## config.mk

```make
export PLATFORM = sky130hd
export DESIGN_NAME = dbmu_top
export DESIGN_NICKNAME = d
export VERILOG_FILES = /design/src/rtl/dbmu_pkg.sv /design/src/rtl/dbmu_kind_dec.sv /design/src/rtl/dbmu_target.sv /design/src/rtl/dbmu_pend_bank.sv /design/src/rtl/dbmu_top.sv
export SDC_FILE = /design/constraint.sdc
export NUM_CORES = 1
export LEC_CHECK = 0
export BUFFER_PORTS_ARGS = -buffer_cell sky130_fd_sc_hd__buf_2
export CAP_MARGIN = 0
export CORE_ASPECT_RATIO = 0.5
export CORE_MARGIN = 8
export CORE_UTILIZATION = 32
export CTS_CLUSTER_DIAMETER = 40
export DETAILED_ROUTE_END_ITERATION = 10
export PLACE_DENSITY = 0.88
export RECOVER_POWER = 100
export SETUP_SLACK_MARGIN = 0.4
export SLEW_MARGIN = 40
export SYNTH_ARGS = -nofsm -noshare
export SYNTH_HDL_FRONTEND = slang
export SYNTH_SLANG_ARGS = --single-unit
export TNS_END_PERCENT = 1
```

## constraint.sdc

```tcl
create_clock -name clk -period 1.2 [get_ports clk]
set_input_delay 0.12 -clock clk [delete_from_list [all_inputs] [get_ports clk]]
set_output_delay 0.12 -clock clk [all_outputs]
set_load 0.03 [all_outputs]
```

## src/rtl/dbmu_pkg.sv

```systemverilog
package dbmu_pkg;
  // pending kinds, position within a processor's pending group
  localparam int KIND_N    = 3;
  localparam int KIND_NORM = 0;
  localparam int KIND_CRIT = 1;
  localparam int KIND_HYP  = 2;

  // message type field
  localparam int TYPE_W = 5;
  localparam logic [TYPE_W-1:0] TY_NORM = 5'd0;
  localparam logic [TYPE_W-1:0] TY_CRIT = 5'd1;
  localparam logic [TYPE_W-1:0] TY_HYP  = 5'd5;

  function automatic logic [KIND_N-1:0] kind_mask(input int k);
    logic [KIND_N-1:0] m;
    m = '0;
    m[k] = 1'b1;
    return m;
  endfunction
endpackage

```

## src/rtl/dbmu_kind_dec.sv

```systemverilog
module dbmu_kind_dec
  import dbmu_pkg::*;
#(
  parameter bit SERVER = 1'b0
) (
  input  logic [TYPE_W-1:0] ty,
  output logic [KIND_N-1:0] kind_oh
);
  generate
    if (SERVER) begin : g_server
      // directed hypervisor doorbell only
      always_comb begin
        kind_oh = '0;
        if (ty == TY_HYP) kind_oh = kind_mask(KIND_HYP);
      end
    end else begin : g_embedded
      // guest kinds and unknown codes decode to nothing
      always_comb begin
        case (ty)
          TY_NORM: kind_oh = kind_mask(KIND_NORM);
          TY_CRIT: kind_oh = kind_mask(KIND_CRIT);
          default: kind_oh = '0;
        endcase
      end
    end
  endgenerate
endmodule

```

## src/rtl/dbmu_target.sv

```systemverilog
module dbmu_target #(
  parameter int NPROC = 4,
  parameter int TAG_W = 14
) (
  input  logic                   bcast,
  input  logic [TAG_W-1:0]       tag,
  input  logic [NPROC*TAG_W-1:0] id_table,
  output logic [NPROC-1:0]       hit
);
  for (genvar p = 0; p < NPROC; p++) begin : g_cmp
    assign hit[p] = bcast || (id_table[p*TAG_W +: TAG_W] == tag);
  end
endmodule

```

## src/rtl/dbmu_pend_bank.sv

```systemverilog
module dbmu_pend_bank
  import dbmu_pkg::*;
#(
  parameter int NPROC = 4,
  parameter int CPU_W = 2
) (
  input  logic                    clk,
  input  logic                    rst,
  input  logic                    set_en,
  input  logic [NPROC-1:0]        set_hit,
  input  logic [KIND_N-1:0]       set_oh,
  input  logic                    clr_en,
  input  logic [CPU_W-1:0]        clr_cpu,
  input  logic [KIND_N-1:0]       clr_oh,
  output logic [NPROC*KIND_N-1:0] pend,
  output logic [NPROC-1:0]        irq
);
  for (genvar p = 0; p < NPROC; p++) begin : g_cpu
    logic [KIND_N-1:0] q;
    logic [KIND_N-1:0] set_vec;
    logic [KIND_N-1:0] clr_vec;

    assign set_vec = (set_en && set_hit[p]) ? set_oh : '0;
    assign clr_vec = (clr_en && (clr_cpu == CPU_W'(p))) ? clr_oh : '0;

    // clear applied first, so a coincident set survives
    always_ff @(posedge clk) begin
      if (rst) q <= '0;
      else     q <= (q & ~clr_vec) | set_vec;
    end

    assign pend[p*KIND_N +: KIND_N] = q;
    assign irq[p] = |q;
  end
endmodule

```

## src/rtl/dbmu_top.sv

```systemverilog
module dbmu_top
  import dbmu_pkg::*;
#(
  parameter int NPROC  = 4,
  parameter int TAG_W  = 14,
  parameter int MSG_W  = 32,
  parameter bit SERVER = 1'b0,
  parameter int CPU_W  = (NPROC > 1) ? $clog2(NPROC) : 1
) (
  input  logic                    clk,
  input  logic                    rst,
  input  logic                    snd_valid,
  output logic                    snd_ready,
  input  logic [MSG_W-1:0]        snd_msg,
  input  logic                    clr_valid,
  output logic                    clr_ready,
  input  logic [MSG_W-1:0]        clr_msg,
  input  logic [CPU_W-1:0]        clr_cpu,
  input  logic [NPROC*TAG_W-1:0]  id_table,
  output logic [NPROC*KIND_N-1:0] pend,
  output logic [NPROC-1:0]        irq
);
  localparam int TYPE_LSB  = MSG_W - TYPE_W;
  localparam int BCAST_BIT = TYPE_LSB - 1;

  logic              rdy_q;
  logic              snd_acc, clr_acc;
  logic [KIND_N-1:0] snd_oh, clr_oh;
  logic              bcast;
  logic [NPROC-1:0]  hit;
  logic              unused_bits;

  always_ff @(posedge clk) begin
    if (rst) rdy_q <= 1'b0;
    else     rdy_q <= 1'b1;
  end

  assign snd_ready = rdy_q;
  assign clr_ready = rdy_q;
  assign snd_acc   = snd_valid && rdy_q;
  assign clr_acc   = clr_valid && rdy_q;

  assign bcast = SERVER ? 1'b0 : snd_msg[BCAST_BIT];

  assign unused_bits = &{1'b0, snd_msg[BCAST_BIT:TAG_W], clr_msg[BCAST_BIT:0]};

  dbmu_kind_dec #(.SERVER(SERVER)) u_snd_dec (
    .ty      (snd_msg[TYPE_LSB +: TYPE_W]),
    .kind_oh (snd_oh)
  );

  dbmu_kind_dec #(.SERVER(SERVER)) u_clr_dec (
    .ty      (clr_msg[TYPE_LSB +: TYPE_W]),
    .kind_oh (clr_oh)
  );

  dbmu_target #(.NPROC(NPROC), .TAG_W(TAG_W)) u_target (
    .bcast    (bcast),
    .tag      (snd_msg[TAG_W-1:0]),
    .id_table (id_table),
    .hit      (hit)
  );

  dbmu_pend_bank #(.NPROC(NPROC), .CPU_W(CPU_W)) u_bank (
    .clk     (clk),
    .rst     (rst),
    .set_en  (snd_acc),
    .set_hit (hit),
    .set_oh  (snd_oh),
    .clr_en  (clr_acc),
    .clr_cpu (clr_cpu),
    .clr_oh  (clr_oh),
    .pend    (pend),
    .irq     (irq)
  );
endmodule

```

==> flow_results.org <==
** Outcome
- The run finished with clean final reports.

** STA
- For the finished layout, the period the worst path requires is 1.18 ns.
- Setup violations remaining at the end of the flow were counted as 0.
- Timing would allow up to 845 MHz.
- The number of max-slew violations in the final report is 0.
- Across all hold checks on the routed design, the worst slack comes to around 0.21 ns.
- Total negative slack :: 0 ns
- Clock tree skew after final layout :: 0.00200 ns
- Setup repair after global routing could not meet its margin everywhere.
- Crit share post-route :: a little over nine tenths
- Final hold violation count :: 0

** Setup path
- Kind of critical path :: in2reg
- STA classifies the critical path startpoint as an input port.
- Tracing the worst setup path back leads to its startpoint at snd_msg[31].
- Critical path capture point type :: flip-flop
- In this run the critical register-to-register path is launched from clr_ready.
- Worst-path fanout max :: 4
- STA puts the critical path data arrival time at ~1.3 ns.
- Worst path required time :: 1.34 ns

** Clock network
- CTS Buffer Depth :: 2
- Clock net sink count :: 9
- The root buffer cell chosen for the clock tree is sky130_fd_sc_hd__clkbuf_8.
- Clock latency on the worst-skew pair :: 0.24 ns
- After clock tree synthesis, the clock-pin slew on the worst setup and hold paths is 0.05 ns.
- CTS built an H-tree with a depth of 1.
- TritonCTS built the clock tree.
- TritonCTS created 3 clock buffers.

** Floorplanning
- The initial utilization of the core area, before any placement, comes to 32.9%.
- Number of rows in the core area :: 15
- IO Count :: 144
- Floorplan die height :: 57.8 um
- The total area inside the core boundary comes to 3400 um2.
- From left edge to right edge, the die measures 99.6 um.
- Die Footprint :: 5760 um2

** Detailed routing
- The first TritonRoute pass finished after 4 iterations.
- For this run, design rule violations remaining after detail routing come to 0.
- The first routing iteration left 81 violations.
- After detailed routing, the total wire length is 4680 um.
- For this block, the via count after detailed routing is 1468.
- In the routed layout, each cell is associated on average with a via count of 4.94.
- In the final routed layout, each cell accounts on average for roughly 16 um.
- The detail route stage leaves a number of antenna-violating nets equal to 0.

** Pwr
- VDD sags by at most 280 uV.
- Summed over all cells, the static leakage comes to 0.883 nW.
- Internal :: 751 uW
- Of the total power, combinational logic draws 40.3%.
- Pwr dens :: 608 nW/um2
- Summing internal, switching and leakage power gives between 1 and 1.5 mW.
- Share of total power in sequential cells :: 27.6%
- Clk pwr share :: between 30% and 40%
- Switching share of total power :: 32.4%
- Switching power :: between 300 and 400 uW

** Layout
- Layout cell share with drive strength beyond 1 :: 48.8%
- The filler cells instantiated in the layout total 297.
- Relative area change from synthesis to final layout :: 63.1%
- Total inserted antenna cells :: 0
- For this run, the post-layout net count is 373.

** Job
- Max_cap viols :: 0

** Global route
- The total overflow left after global routing is 0.
- The number of global-route vias before repair came to 1543.
- The first global-routing pass estimated 6930 um of wire.
- Overall global routing resource usage :: between 10% and 20%
- Initial antenna violation count :: 0
- Maximum number of pins on one net before global-route repair :: 10

** Hold path
- In this run the most critical hold path is launched from rst.
- The tightest min-delay check is of the in2reg type.

** Place
- Hpwl dp :: about 3800 um
- At the end of routability-driven placement, the weighted congestion stood at just over 0.8.
- Input and output buffers added on the ports amount to 100.

** Synth
- The synthesized netlist contains 22 unique library cells.
- Number of synthesized register bits :: 9
- YS warnings :: 0
- In the synthesized netlist, the number of instances is 135.
- Sequential element share of the synthesized area :: approximately 16%
- Cell types with the largest area share after synthesis :: sky130_fd_sc_hd__xor2_1 (44%), sky130_fd_sc_hd__dfxtp_1 (16%), sky130_fd_sc_hd__nor4_1 (7.8%)
- Cell accounting for the most synthesized area :: sky130_fd_sc_hd__xor2_1
- After synthesis the cells add up to around 1100 um2.
- The synthesized design devotes to its leading area cell type between 40% and 50% of total area.
- Mean cell area of the mapped netlist :: 8.29 um2
stage by stage:
step | area (um2) | utilization (%) | std cells | setup WS, ns
after floorplan | 1130 | - | 138 | 0.114
after global placement | 1710 | 50.4 | 291 | -0.138
after detailed placement | 1710 | 50.4 | 291 | -0.144
after CTS | 1810 | 53.3 | 297 | 0.0890
after global routing | 1820 | 53.7 | 297 | -0.0283
final | 1820 | 53.7 | 297 | 0.0170
power groups by stage:
stage / Clock, mW / Combinational (mW) / Sequential (mW)
after floorplan: 0 / 0.198 / 0.316
after global placement: 0 / 0.420 / 0.311
after detailed placement: 0 / 0.437 / 0.311
after CTS: 0.358 / 0.444 / 0.306
after global routing: 0.372 / 0.486 / 0.306
final: 0.357 / 0.447 / 0.306
per-layer routing:
metal	track usage (%)	wire length, um
met4	6.61	136
met2	30.2	2690
met3	2.86	212
met5	0	0
met1	14.8	1640
state kept, by name (all words and copies together) (netlist names):
| name | count |
|---|---|
| clr_ready | 1 |
| u_bank.g_cpu.q | 8 |
repair_timing:
item                                    4_1_cts  5_1_grt
pin swaps                                     0        5
endpoints found under the setup margin       22       22
hold buffers                                  0        0
resized for setup                            12       36
cloned                                        0        0
endpoints found under the hold margin         0        0
buffers inserted                              2        0
worst paths after layout:
check,slack [ns],endpoint,depth (start not counted)
min,0.21,clr_ready,2
min reg2reg,0.55,u_bank.g_cpu[2].q[1],2
max,0.02,u_bank.g_cpu[0].q[1],5
max reg2reg,0.02,u_bank.g_cpu[0].q[1],4
critical path, stage by stage:
cell and delay [ns]:
sky130_fd_sc_hd__buf_2 0.10, sky130_fd_sc_hd__or4_4 0.56, sky130_fd_sc_hd__nor3_2 0.34, sky130_fd_sc_hd__a31oi_2 0.08, sky130_fd_sc_hd__o21ai_0 0.11
placed cells by master, fill, tap and decap left out, drive strengths merged, types with 2 or more instances in the layout:
| cell | netlist | final |
|---|---|---|
| buf | 5 | 101 |
| xor2 | 56 | 56 |
| nor4 | 14 | 14 |
| clkbuf | 0 | 12 |
| dfxtp | 9 | 9 |
| nand3 | 8 | 8 |
| a31oi | 8 | 8 |
| o21ai | 8 | 8 |
| nand4 | 6 | 6 |
| nor2 | 5 | 5 |
| conb | 1 | 4 |
| or2 | 4 | 4 |
| and2b | 2 | 2 |
| nor3 | 2 | 2 |
area by class of cell:
| class | instances | area [um2] | share of cell area [%] |
|---|---|---|---|
| clock buffers | 4 | 45.0 | 2.47 |
| multi-input cells | 122 | 915 | 50.1 |
| inverters | 2 | 7.51 | 0.412 |
| repair buffers | 109 | 607 | 33.3 |
| flip-flops and latches | 9 | 186 | 10.2 |
| well taps | 51 | 63.8 | 3.50 |
synth_stat cells:
master	n
sky130_fd_sc_hd__and2b_2	1
sky130_fd_sc_hd__a31oi_1	8
sky130_fd_sc_hd__or4_4	1
sky130_fd_sc_hd__nor3_4	2
sky130_fd_sc_hd__and2b_1	1
sky130_fd_sc_hd__clkinv_1	1
sky130_fd_sc_hd__o21ai_0	6
sky130_fd_sc_hd__o21ai_1	2
sky130_fd_sc_hd__nand3_1	8
sky130_fd_sc_hd__inv_1	1
sky130_fd_sc_hd__nand4b_1	1
sky130_fd_sc_hd__or2_2	4
sky130_fd_sc_hd__and3_2	1
sky130_fd_sc_hd__and3b_1	1
sky130_fd_sc_hd__buf_4	5
sky130_fd_sc_hd__nor2_1	5
sky130_fd_sc_hd__nand4_1	6
sky130_fd_sc_hd__xor2_1	56
sky130_fd_sc_hd__conb_1	1
sky130_fd_sc_hd__dfxtp_1	9
sky130_fd_sc_hd__nor4_1	14
sky130_fd_sc_hd__nor4b_2	1
cells by family (layout without fill, tap and decap cells):
logic type      count (synthesis)  in the layout  synth area share (%)
compound gates                 16             16                  8.05
other cells                     1              4                 0.335
simple gates                   46             46                  27.6
buf+inv                         7            115                  4.03
flops                           9              9                  16.1
xor+xnor                       56             56                  43.8
No activity file was read; power rests on OpenSTA's default activity.
